$ cat config.mk
export PLATFORM = sky130hd
export DESIGN_NAME = adaptive_tck_sync
export DESIGN_NICKNAME = d
export VERILOG_FILES = /design/src/rtl/atck_pkg.sv /design/src/rtl/atck_datapath.sv /design/src/rtl/atck_edge_ctrl.sv /design/src/rtl/adaptive_tck_sync.sv
export SDC_FILE = /design/constraint.sdc
export NUM_CORES = 1
export LEC_CHECK = 0
export ABC_AREA = 1
export BUFFER_PORTS_ARGS = -buffer_cell sky130_fd_sc_hd__buf_4
export CAP_MARGIN = 0
export CORE_AREA = 2 2 39 41
export CTS_BUF_LIST = sky130_fd_sc_hd__clkbuf_2 sky130_fd_sc_hd__clkbuf_4 sky130_fd_sc_hd__clkbuf_8
export DETAILED_ROUTE_END_ITERATION = 10
export DIE_AREA = 0 0 41 43
export GPL_TIMING_DRIVEN = 0
export PLACE_DENSITY = 0.5
export RECOVER_POWER = 100
export SETUP_SLACK_MARGIN = 0.5
export SLEW_MARGIN = 10
export SYNTH_ARGS = -nofsm -noshare
export SYNTH_HDL_FRONTEND = slang
export SYNTH_SLANG_ARGS = --single-unit
$ cat constraint.sdc
create_clock -name clk -period 0.8 [get_ports clk]
set_input_delay 0.16 -clock clk [delete_from_list [all_inputs] [get_ports clk]]
set_output_delay 0.16 -clock clk [all_outputs]
set_load 0.05 [all_outputs]
$ cat src/rtl/atck_pkg.sv
package atck_pkg;
  typedef struct packed {
    logic rise;
    logic fall;
  } edgeStrobe_t;

  localparam int LANE_TCK = 0;
  localparam int LANE_TDI = 1;
  localparam int LANE_TMS = 2;
  localparam int LANE_COUNT = 3;
endpackage

$ cat src/rtl/atck_datapath.sv
module atck_datapath #(
  parameter int SYNC_STAGES = 3
) (
  input  logic clk,
  input  logic rstN,
  input  logic tckIn,
  input  logic tdiIn,
  input  logic tmsIn,
  output logic tckSync,
  output logic tckSyncDly,
  output logic tdiSync,
  output logic tmsSync
);
  import atck_pkg::*;

  localparam int LAST = SYNC_STAGES - 1;

  logic [LANE_COUNT-1:0] laneIn;
  logic [LANE_COUNT-1:0] stageQ [SYNC_STAGES];

  always_comb begin
    laneIn = '0;
    laneIn[LANE_TCK] = tckIn;
    laneIn[LANE_TDI] = tdiIn;
    laneIn[LANE_TMS] = tmsIn;
  end

  for (genvar s = 0; s < SYNC_STAGES; s++) begin : g_stage
    if (s == 0) begin : g_first
      always_ff @(posedge clk or negedge rstN) begin
        if (!rstN) stageQ[s] <= '0;
        else       stageQ[s] <= laneIn;
      end
    end else begin : g_next
      always_ff @(posedge clk or negedge rstN) begin
        if (!rstN) stageQ[s] <= '0;
        else       stageQ[s] <= stageQ[s-1];
      end
    end
  end

  always_ff @(posedge clk or negedge rstN) begin
    if (!rstN) tckSyncDly <= 1'b0;
    else       tckSyncDly <= stageQ[LAST][LANE_TCK];
  end

  assign tckSync = stageQ[LAST][LANE_TCK];
  assign tdiSync = stageQ[LAST][LANE_TDI];
  assign tmsSync = stageQ[LAST][LANE_TMS];

  // the returned clock moves by at most one level per core cycle and
  // the delayed copy always catches up one cycle later
  assert_dly_follows_R3: assert property (@(posedge clk) disable iff (!rstN)
    (tckSync != tckSyncDly) |=> (tckSyncDly == $past(tckSync)));
endmodule

$ cat src/rtl/atck_edge_ctrl.sv
module atck_edge_ctrl (
  input  logic                  clk,
  input  logic                  rstN,
  input  logic                  tckSync,
  input  logic                  tckSyncDly,
  output atck_pkg::edgeStrobe_t strobes
);
  always_comb begin
    strobes.rise = tckSync & ~tckSyncDly;
    strobes.fall = ~tckSync & tckSyncDly;
  end

  assert_strobe_excl_R8: assert property (@(posedge clk) disable iff (!rstN)
    $onehot0({strobes.rise, strobes.fall}));

  assert_rise_level_R6: assert property (@(posedge clk) disable iff (!rstN)
    strobes.rise |-> tckSync);

  assert_rise_single_R6: assert property (@(posedge clk) disable iff (!rstN)
    strobes.rise |=> !strobes.rise);

  assert_fall_level_R7: assert property (@(posedge clk) disable iff (!rstN)
    strobes.fall |-> !tckSync);

  assert_fall_single_R7: assert property (@(posedge clk) disable iff (!rstN)
    strobes.fall |=> !strobes.fall);
endmodule

$ cat src/rtl/adaptive_tck_sync.sv
module adaptive_tck_sync #(
  parameter int SYNC_STAGES = 3
) (
  input  logic clk,
  input  logic rstN,
  input  logic tckIn,
  input  logic tdiIn,
  input  logic tmsIn,
  output logic rtckOut,
  output logic tdiSyncOut,
  output logic tmsSyncOut,
  output logic tckRiseOut,
  output logic tckFallOut
);
  import atck_pkg::*;

  logic        tckSync;
  logic        tckSyncDly;
  edgeStrobe_t strobes;

  atck_datapath #(.SYNC_STAGES(SYNC_STAGES)) datapath_i (
    .clk        (clk),
    .rstN       (rstN),
    .tckIn      (tckIn),
    .tdiIn      (tdiIn),
    .tmsIn      (tmsIn),
    .tckSync    (tckSync),
    .tckSyncDly (tckSyncDly),
    .tdiSync    (tdiSyncOut),
    .tmsSync    (tmsSyncOut)
  );

  atck_edge_ctrl ctrl_i (
    .clk        (clk),
    .rstN       (rstN),
    .tckSync    (tckSync),
    .tckSyncDly (tckSyncDly),
    .strobes    (strobes)
  );

  assign rtckOut    = tckSync;
  assign tckRiseOut = strobes.rise;
  assign tckFallOut = strobes.fall;
endmodule

==> results.txt <==
* Final worst clock skew: 0.0002581 ns
* Final critical-path share of the clock period: 141.5%
* Initial antenna violation count: 0
* Post-synth cell types: 3
- The die covers 1763 um2.
- Unrepaired setup endpoints after global routing: true
- Input and output buffers added on the ports amount to 9.
- Main flop type after synthesis: dfrtp_1
- TritonRoute pass-1 iters: 1
- Reg-to-reg critical path startpoint: datapath_i.tckSync
* Number of synthesized register bits: 10
- Most area-consuming cells after synthesis: dfrtp_1 94%, inv_1 2.8%, nor2_1 2.8%
- R2r worst-path depth: 0
- Transition at the pin with the smallest max-transition slack: 0.5283 ns
* Max Fanout on Critical Path: 2
* Residual DRC count: 0
- Final-layout setup total negative slack: -1.259 ns
- In this run, synthesis inferred 0 flip-flops with an integrated enable.
- Crit. End Element: output port
* Async set or reset register ratio after synthesis: 100.0%
* Clock tree root driver cell: clkbuf_4
- Once layout is complete, the utilization of the core stands at 30.83%.
- The total area inside the core boundary comes to 1384 um2.
- The final max-slew violation count is 0.
- Max-cap violations in this run came to 0.
* Terminus of the critical flop-to-flop path: datapath_i.tckSyncDly
- Final setup violating endpoints: 5
* Placement row count: 14
* Net count, final: 33
- Antenna Diode Count: 0
- Number of sinks on the clock net: 10
- Vias per cell: 3.419
- Period minus WS final: 1.132 ns
* Setup CP Type: reg2out
- Placement Setup Slack: -0.1066 ns
- Result of the run: complete, but fails checks
* Maximum vdd ir drop: 0.7585 mV
- TritonCTS created 3 clock buffers.
- Post-Syn Instances: 14
- Largest area contributor in the synthesized netlist: dfrtp_1
- The number of global-route vias before repair was 150.
* Crit path arrival time: 0.97 ns
- 10 I/O pins were placed.
- TritonCTS clock tree: yes
- Failing checks: negative hold slack, negative setup slack
- In this run the static leakage power is 0.0001949 uW.
- The worst setup path is launched from a register.
- Total GRT Usage: 6.320%
* Power per standard cell area: 2587 nW/um2
* Multi-input gate area in the final layout: 22.52 um2
* Final Wtd Congestion: 0.5714
- Synthesized net count: 19
* Post-Route Hold Slack: -0.1550 ns
- Entering global routing, the biggest net connects 11 pins.
- Wire length of the first global-routing pass: 648 um
- The number of endpoints with negative hold slack in the final report came to 10.
- Detail Route Antenna Nets: 0
* Area share of the leading cell type in the synthesized netlist: 94.34%
* Worst-Skew Late Latency: 0.26 ns
* Achievable Freq: 883.2 MHz
* CTS HTree Levels: 1
- Initial core utilization: 19.17%
- Final wirelength: 389 um
- Synth Area per Inst: 18.95 um2
- Fraction of final layout cells sized beyond drive strength 1: 70.37%
- Counting the fill cells in the layout gives 145.
- Summing the sequential cell areas from Yosys gives 94.34% of the chip area.
- The worst register-to-register path has a setup slack of 0.23 ns.
* Leading post-synthesis cells by instance count: 10 x dfrtp_1, 2 x inv_1, 2 x nor2_1
- Sequential standard cell area: 254.0 um2
* Most frequent cell after synthesis: dfrtp_1
- Gr ovfl total: 0
* Slew Limit Headroom: 64.78%
- The floorplan step set the die height to 43 um.
- Iter 0 DRT Violations: 0
- Relative to the synthesized area, the layout overhead comes to 60.85%.
- STA puts the critical path data required time at 0.64 ns.
- After detailed routing, the average wire length per cell comes to 9.047 um.
* Setup slack after layout: -0.3323 ns
- From left edge to right edge, the die measures 41 um.
* Routed vias: 147
- During synthesis, Yosys emitted a total of 0 warnings.
- Post-Synthesis Cell Area: 265.3 um2
- Buffer depth of the longest clock path: 2
- In this run the worst hold path is classified as in2async.
* Clock-pin slew of the registers on the worst-case setup and hold paths: 0.07 ns
## how the worst max path moves through the flow
stage,from,to,slack [ns],cells past startpoint
after detailed placement,datapath_i.tckSync,tckRiseOut,-0.11,3
after floorplan,datapath_i.tckSync,tckRiseOut,-0.27,2
final,datapath_i.tckSyncDly,tckFallOut,-0.33,3
after CTS,datapath_i.tckSync,tckRiseOut,-0.35,3
after global placement,datapath_i.tckSync,tckRiseOut,-0.07,3
after global routing,datapath_i.tckSync,tckRiseOut,-0.39,3
## registers in the layout (all words and copies together), names as in the netlist
name,count
datapath_i.tckSync,1
datapath_i.tdiSync,1
datapath_i.stageQ,6
datapath_i.tmsSync,1
datapath_i.tckSyncDly,1
## critical path, stage by stage (launching register included)
cell and delay (ns):
dfrtp_1 0.40, inv_2 0.06, nor2_4 0.11, buf_8 0.15
## area by class of cell
| cell class | instances | share of cell area, % |
|---|---|---|
| clock buffers | 4 | 8.504 |
| flip-flops and latches | 10 | 59.53 |
| inverters | 2 | 1.760 |
| well taps | 16 | 4.692 |
| multi-input cells | 2 | 5.279 |
| repair buffers | 9 | 20.23 |
## cells by family (layout without fill, tap and decap cells)
| group | count (synthesis) | count (layout) | share of synthesized area (%) |
|---|---|---|---|
| buf+inv | 2 | 15 | 2.831 |
| simple gates | 2 | 2 | 2.831 |
| flops | 10 | 10 | 94.34 |
## stage by stage
stage	std cells	hold slack (ns)	total power, uW	instance area [um2]
6_report	43	-0.1550	1104	426.7
5_1_grt	43	-0.1437	1178	426.7
4_1_cts	43	-0.2925	1120	422.9
3_5_place_dp	39	-0.007947	657.1	371.6
3_3_place_gp	39	-0.01307	653.0	371.6
2_1_floorplan	14	-0.1356	609.5	284.0
## placed cells by master, fill, tap and decap left out
cell type	netlist	layout
dfrtp_1	10	7
clkbuf_4	0	6
dfrtp_2	0	3
inv_2	0	2
nor2_4	0	2
buf_8	0	2
buf_6	0	2
clkbuf_8	0	1
clkbuf_1	0	1
buf_4	0	1
## where the power goes
group / switching (uW) / total [uW] / leakage [uW] / internal, uW
Combinational: 69.8 / 111 / 0.0000604 / 41.4
Sequential: 13.4 / 546 / 0.000114 / 532
Clock: 171 / 447 / 0.0000210 / 276
Total: 254 / 1100 / 0.000195 / 850
## timing repair
item / in CTS / in global routing
gates resized for setup: 4 / 3
buffers inserted: 0 / 0
pin swaps: 1 / 1
endpoints found under the hold margin: 13 / 13
endpoints found under the setup margin: 12 / 12
## per-layer routing
metal / share of wire, % / vias to the layer above / global-route usage, %
met1: 40 / 70 / 6.757
met4: 0 / 0 / 8.000
li1: - / 67 / -
met3: 12 / 0 / 3.141
met2: 49 / 10 / 7.500
met5: 0 / - / 0
Power figures use the tool's default switching activity.
